$ cat src/rtl/cost_pkg.sv
package cost_pkg;
  typedef enum logic [2:0] {
    CC_UNKNOWN = 3'd0,
    CC_BRANCH  = 3'd1,
    CC_IDX_RD  = 3'd2,
    CC_INDY_RD = 3'd3,
    CC_IDX_ST  = 3'd4,
    CC_IDX_RMW = 3'd5,
    CC_IRQ     = 3'd6,
    CC_FIXED   = 3'd7
  } cost_class_e;

  localparam int COST_W      = 4;
  localparam int CYC_UNKNOWN = 2;
  localparam int CYC_BR_NT   = 2;
  localparam int CYC_BR_T    = 3;
  localparam int CYC_IDX_RD  = 4;
  localparam int CYC_INDY_RD = 5;
  localparam int CYC_IDX_ST  = 5;
  localparam int CYC_IDX_RMW = 7;
  localparam int CYC_IRQ     = 7;
endpackage

$ cat src/rtl/page_cross_detect.sv
module page_cross_detect #(
  parameter int ADDR_W    = 16,
  parameter int PAGE_BIT  = 8,
  parameter bit FULL_PAGE = 1'b0
) (
  input  logic [ADDR_W-1:0] addr_a,
  input  logic [ADDR_W-1:0] addr_b,
  output logic              crossed
);
  generate
    if (FULL_PAGE) begin : g_full
      assign crossed = (addr_a[ADDR_W-1:PAGE_BIT] != addr_b[ADDR_W-1:PAGE_BIT]);
    end else begin : g_bit
      assign crossed = addr_a[PAGE_BIT] ^ addr_b[PAGE_BIT];
    end
  endgenerate
endmodule

$ cat src/rtl/cost_table.sv
module cost_table
  import cost_pkg::*;
(
  input  cost_class_e       cls,
  input  logic              crossed,
  input  logic              taken,
  input  logic [COST_W-1:0] fixed_cyc,
  output logic [COST_W-1:0] cost
);
  localparam logic [COST_W-1:0] ONE = COST_W'(1);

  always_comb begin
    unique case (cls)
      CC_BRANCH:  cost = taken ? (COST_W'(CYC_BR_T) + (crossed ? ONE : '0))
                               : COST_W'(CYC_BR_NT);
      CC_IDX_RD:  cost = COST_W'(CYC_IDX_RD) + (crossed ? ONE : '0);
      CC_INDY_RD: cost = COST_W'(CYC_INDY_RD) + (crossed ? ONE : '0);
      CC_IDX_ST:  cost = COST_W'(CYC_IDX_ST);
      CC_IDX_RMW: cost = COST_W'(CYC_IDX_RMW);
      CC_IRQ:     cost = COST_W'(CYC_IRQ);
      CC_FIXED:   cost = fixed_cyc;
      default:    cost = COST_W'(CYC_UNKNOWN);
    endcase
  end
endmodule

$ cat src/rtl/slice_accum.sv
module slice_accum #(
  parameter int CNT_W  = 16,
  parameter int COST_W = 4
) (
  input  logic              clk,
  input  logic              srst_n,
  input  logic              add_en,
  input  logic [COST_W-1:0] add_val,
  input  logic              load_en,
  input  logic [CNT_W-1:0]  load_val,
  output logic [CNT_W-1:0]  total,
  output logic              done
);
  localparam logic [CNT_W:0] SAT = {1'b0, {CNT_W{1'b1}}};

  logic [CNT_W-1:0] total_q, total_d, budget_q, budget_d, base;
  logic [CNT_W:0]   sum;

  always_comb begin
    base = total_q;
    if (load_en) base = (total_q >= budget_q) ? (total_q - budget_q) : '0;
    sum      = {1'b0, base} + (add_en ? (CNT_W+1)'(add_val) : '0);
    total_d  = (sum > SAT) ? SAT[CNT_W-1:0] : sum[CNT_W-1:0];
    budget_d = load_en ? load_val : budget_q;
  end

  always_ff @(posedge clk or negedge srst_n) begin
    if (!srst_n) begin
      total_q  <= '0;
      budget_q <= '0;
    end else begin
      if (add_en || load_en) total_q <= total_d;
      if (load_en)           budget_q <= budget_d;
    end
  end

  assign total = total_q;
  assign done  = (total_q >= budget_q);

  assert_no_wrap_R12: assert property (@(posedge clk) disable iff (!srst_n)
    !load_en |=> total >= $past(total));
  assert_load_shrinks_R11: assert property (@(posedge clk) disable iff (!srst_n)
    (load_en && !add_en) |=> total <= $past(total));
  assert_hold_R9: assert property (@(posedge clk) disable iff (!srst_n)
    (!load_en && !add_en) |=> $stable(total));
endmodule

$ cat src/rtl/cycle_cost_unit.sv
module cycle_cost_unit
  import cost_pkg::*;
#(
  parameter int ADDR_W   = 16,
  parameter int CNT_W    = 16,
  parameter int PAGE_BIT = 8
) (
  input  logic              clk,
  input  logic              rst_n,
  input  logic              instr_done,
  input  logic [2:0]        op_class,
  input  logic [ADDR_W-1:0] base_addr,
  input  logic [ADDR_W-1:0] eff_addr,
  input  logic              br_taken,
  input  logic [COST_W-1:0] fixed_cyc,
  input  logic              slice_load,
  input  logic [CNT_W-1:0]  budget_in,
  output logic [COST_W-1:0] cost,
  output logic              cost_valid,
  output logic [CNT_W-1:0]  cycle_total,
  output logic              slice_done
);
  logic [1:0]        rsync_q;
  logic              srst_n;
  logic              crossed;
  logic [COST_W-1:0] cost_comb, cost_q, cost_d;
  logic              vld_q, vld_d;
  cost_class_e       cls;

  always_ff @(posedge clk or negedge rst_n) begin
    if (!rst_n) rsync_q <= 2'b00;
    else        rsync_q <= {rsync_q[0], 1'b1};
  end
  assign srst_n = rsync_q[1];

  assign cls = cost_class_e'(op_class);

  page_cross_detect #(.ADDR_W(ADDR_W), .PAGE_BIT(PAGE_BIT), .FULL_PAGE(1'b0)) u_cross (
    .addr_a(base_addr), .addr_b(eff_addr), .crossed(crossed)
  );

  cost_table u_table (
    .cls(cls), .crossed(crossed), .taken(br_taken),
    .fixed_cyc(fixed_cyc), .cost(cost_comb)
  );

  slice_accum #(.CNT_W(CNT_W), .COST_W(COST_W)) u_accum (
    .clk(clk), .srst_n(srst_n),
    .add_en(instr_done), .add_val(cost_comb),
    .load_en(slice_load), .load_val(budget_in),
    .total(cycle_total), .done(slice_done)
  );

  always_comb begin
    vld_d  = instr_done;
    cost_d = instr_done ? cost_comb : cost_q;
  end

  always_ff @(posedge clk or negedge srst_n) begin
    if (!srst_n) begin
      cost_q <= '0;
      vld_q  <= 1'b0;
    end else begin
      vld_q <= vld_d;
      if (instr_done) cost_q <= cost_d;
    end
  end

  assign cost       = cost_q;
  assign cost_valid = vld_q;

  assert_strobe_valid_R9: assert property (@(posedge clk) disable iff (!srst_n)
    instr_done |=> cost_valid);
  assert_no_strobe_R9: assert property (@(posedge clk) disable iff (!srst_n)
    !instr_done |=> !cost_valid);
  assert_branch_nt_R2: assert property (@(posedge clk) disable iff (!srst_n)
    (instr_done && op_class == 3'd1 && !br_taken) |=> cost == 4'd2);
  assert_store_fixed_R6: assert property (@(posedge clk) disable iff (!srst_n)
    (instr_done && op_class == 3'd4) |=> cost == 4'd5);
  assert_rmw_fixed_R6: assert property (@(posedge clk) disable iff (!srst_n)
    (instr_done && op_class == 3'd5) |=> cost == 4'd7);
  assert_done_cause_R10: assert property (@(posedge clk) disable iff (!srst_n)
    $rose(slice_done) |-> $past(instr_done || slice_load));
endmodule

$ cat config.mk
export PLATFORM = sky130hd
export DESIGN_NAME = cycle_cost_unit
export DESIGN_NICKNAME = d
export VERILOG_FILES = /design/src/rtl/cost_pkg.sv /design/src/rtl/page_cross_detect.sv /design/src/rtl/cost_table.sv /design/src/rtl/slice_accum.sv /design/src/rtl/cycle_cost_unit.sv
export SDC_FILE = /design/constraint.sdc
export NUM_CORES = 1
export LEC_CHECK = 0
export ABC_AREA = 0
export BUFFER_PORTS_ARGS = -buffer_cell sky130_fd_sc_hd__buf_2
export CORE_AREA = 2 2 106 108
export CTS_BUF_LIST = sky130_fd_sc_hd__clkbuf_16
export CTS_CLUSTER_SIZE = 28
export DETAILED_ROUTE_END_ITERATION = 10
export DIE_AREA = 0 0 108 110
export HOLD_SLACK_MARGIN = 0.1
export SYNTH_ARGS = -nofsm -noshare
export SYNTH_HDL_FRONTEND = slang
export SYNTH_SLANG_ARGS = --single-unit
$ cat constraint.sdc
create_clock -name clk -period 3.4 [get_ports clk]
set_input_delay 0.68 -clock clk [delete_from_list [all_inputs] [get_ports clk]]
set_output_delay 0.68 -clock clk [all_outputs]
set_load 0.02 [all_outputs]
==> run summary <==
Seq cells post-synth - 39
Initial DRT Pass Iterations - 4
Power per cell area - 817 mW/mm²
Total CTS buffers - 5
RSZ-0062 raised after global routing - yes
Synth area leaders - dfrtp_1 (31%), ha_1 (7.9%), a21oi_1 (4.7%), o21ai_0 (4.1%), nand2_1 (4.0%)
Violated checks - setup timing
Simple-Gate Fraction of Synth Area - 19.6%
HPWL after DPL - 7.17 mm
Post-synth EDFFs - 0
Via count - 3176
Cell variety after synth - 70
Top-area cell type share of the netlist area - 30.7%
Design Area, Final - 0.00464 mm²
Antenna violations before repair - 0
Peak supply drop - 0.000322 V
GRT overflow - 0
Leakage - 2.20 nW
Combinational group share of total power - 68.0%
Clk pwr share - 14.4%
Final worst path period share - 109%
Place WS - -0.349 ns
Sequential power share - 17.6%
Worst reg-to-reg path cell count - 17
Final setup violation count - 16
Share of cells above drive strength 1 - 41.2%
Clock Tree Root - clkbuf_16
Post-Synthesis Cell Area - 0.00318 mm²
Worst-skew pair later-pin latency - 0.29 ns
Power Total - 0.00379 W
# rows - 38
FFs w/ async S/R, synth - 100%
Pins over their slew limit - 0
CTS tree - yes
N_diodes - 0
Worst slew margin - 54.2%
Largest net degree at the start of global routing - 39
Worst setup path class - register to register
Vias in the first global route - 3265
Worst setup EP type - register
Area grow syn2layout - 46.1%
Hold crit path type - input port to async pin
Max Fanout on Critical Path - 5
XOR/XNOR share of the synthesized area - 4.14%
Adder-Cell Fraction of Synth Area - 9.14%
DR DRC count - 0
WL final - 9.53 mm
PnR worst setup slack - -0.292 ns
First-pass GRT wire length - 15.8 mm
Worst-path clk slew - 0.06 ns
Sequential share of the synthesized area - 30.7%
Clock skew - 0.00628 ns
Peak Freq - 271 MHz
Post-synth top area cell - dfrtp_1
Status - finished, violations left
Syn avg cell area - 8.56 µm²
Mux share of post-synthesis cell area - 1.02%
Synth Area in Compound Gates - 29.9%
Max H-tree Level - 2
Max Cap Viol - 0
Data arrival time of the critical path - 3.90 ns
Area taken by multi-input logic gates - 0.00237 mm²
Synth Net Count - 453
Average routed wire per standard cell - 15.1 µm
Power Internal - 0.00213 W
Syn Inst Count - 371
Core area - 0.0107 mm²
Die width - 108 µm
I/O pins - 82
Die area - 0.0119 mm²
Synth Flop Type - dfrtp_1
Post-route ant nets - 0
Initial Utilization - 29.7%
Sw Ratio - 43.8%
Yosys warns - 0
Final #Nets - 574
Crit path launch type - register
CTS sink count - 39
NetSw - 0.00166 W
Fin Setup TNS - -4.04 ns
GPL Wtd Cong - 0.867
Final-layout fill cell count - 1076
Total GRT Usage - 16.9%
Largest family of logic cells by synthesized area - compound AO/OA/AOI/OAI gates
Cell Area, Placed - 0.00426 mm²
CTS Buffer Depth - 2
DRT iter0 DRCs - 133
# port buffers - 51
Die Y - 110 µm
Final critical-path required period - 3.69 ns
Vias per cell - 5.02
# hold bufs at CTS - 0
Final hold viol count - 0
Area occupied by registers - 983 µm²
Least-Margin Pin Slew - 0.685 ns
Worst path required time - 3.61 ns
[cells in the final DEF (no fill, tap or decap), types with 3 or more instances in the layout]
cell type	n
buf_4	73
buf_2	51
nand2_1	34
dfrtp_1	33
nor2_1	30
inv_1	27
o21ai_0	22
a21oi_1	21
a21o_1	14
ha_4	12
nand3_1	10
nand2b_1	9
xnor2_1	8
a22o_1	7
a21oi_2	7
ha_1	7
dfrtp_2	6
xor2_1	5
nand4_1	5
o21ai_1	5
clkbuf_16	5
a211oi_2	4
o22ai_1	4
a21oi_4	4
nor2b_1	4
o211ai_1	3
and2_4	3
a211oi_1	3
a22oi_1	3
a31oi_4	3
[metal layers]
layer	wire, µm	up-vias	global-route usage (%)
met4	222	0	6.59
li1	-	1591	-
met3	404	17	3.12
met1	4570	1481	21.4
met5	0	-	0
met2	4340	87	28.6
[critical path, stage by stage, from the launching register on]
cell,delay (ns)
dfrtp_1,0.42
ha_4,0.28
nand4_1,0.13
or3_1,0.41
a2bb2oi_2,0.17
and2_4,0.17
o22ai_1,0.15
ha_2,0.22
inv_2,0.05
fa_2,0.38
inv_1,0.07
a21o_1,0.15
a21oi_4,0.08
nor3_4,0.22
and2_4,0.26
buf_12,0.11
nand3b_4,0.14
a31oi_2,0.21
[state kept, by name, indices dropped and copies added (netlist names)]
register / cells
rsync_q: 2
u_accum.budget_q: 16
cost_valid: 1
u_accum.total: 16
cost: 4
[repair_timing]
action                                  in CTS  in global routing
endpoints found under the setup margin      16                 16
pin swaps                                   10                  5
setup buffers                                7                  3
gates cloned                                 1                  0
resized for setup                           16                  8
[power by group through the flow]
stage	Sequential (W)	Clock (W)	Combinational, W
6_report	0.000667	0.000545	0.00258
5_1_grt	0.000681	0.000573	0.00282
4_1_cts	0.000668	0.000562	0.00252
3_5_place_dp	0.000674	0	0.00239
3_3_place_gp	0.000670	0	0.00235
2_1_floorplan	0.000805	0	0.00142
[synth_stat cells (3+ instances only)]
cell      count
o21ai_0      26
dfrtp_1      39
nand3_1      11
a31oi_2       3
nand4_1       5
a21o_1       14
nor2_1       30
nand2b_1      9
o211ai_1      3
a21oi_1      30
nand2_1      34
o22ai_1       5
inv_1        30
clkbuf_1      9
xnor2_1       9
xor2_1        6
a211oi_1      5
ha_1         20
nor2b_1       4
a22o_1        7
a31oi_1       4
a22oi_1       3
o21ai_1       3
[metrics by stage]
step                      std cells  hold WS [ns]  utilization (%)
after CTS                       630         0.151             42.7
final                           633         0.162             43.4
after global routing            633         0.155             43.4
after detailed placement        614         0.327             39.8
after global placement          614         0.323             39.8
after floorplan                 371         0.331                -
[worst paths after layout]
path / from / end / slack (ns)
worst max register to register: u_accum.total[15]$_DFFE_PN0P_ / u_accum.total[3]$_DFFE_PN0P_ / -0.29
worst min-delay path: rst_n / rsync_q[1]$_DFF_PN0_ / 0.16
max in group asynchronous: rsync_q[1]$_DFF_PN0_ / u_accum.total[8]$_DFFE_PN0P_ / 2.71
worst min register to register: rsync_q[1]$_DFF_PN0_ / u_accum.budget_q[0]$_DFFE_PN0P_ / 0.31
worst max-delay path: u_accum.total[15]$_DFFE_PN0P_ / u_accum.total[3]$_DFFE_PN0P_ / -0.29
min in group clk: rsync_q[0]$_DFF_PN0_ / rsync_q[1]$_DFF_PN0_ / 0.36
[kinds of logic (layout without fill, tap and decap cells)]
group                      after synthesis  in the layout
AOI/OAI and AO/OA                      129            129
and+or+nand+nor                        119            120
buffers and inverters                   43            164
DFF                                     39             39
adders and majority gates               22             22
xor gates and xnor gates                15             15
muxes                                    3              3
other                                    1              1
[area by class of cell]
class / count / area share [%]
Sequential cell: 39 / 21.2
Tap cell: 140 / 3.77
Clock buffer: 5 / 2.70
Multi-Input combinational cell: 290 / 51.1
Timing Repair Buffer: 125 / 17.7
Clock inverter: 3 / 0.836
Inverter: 31 / 2.67
(Power assumes the default switching activity.)
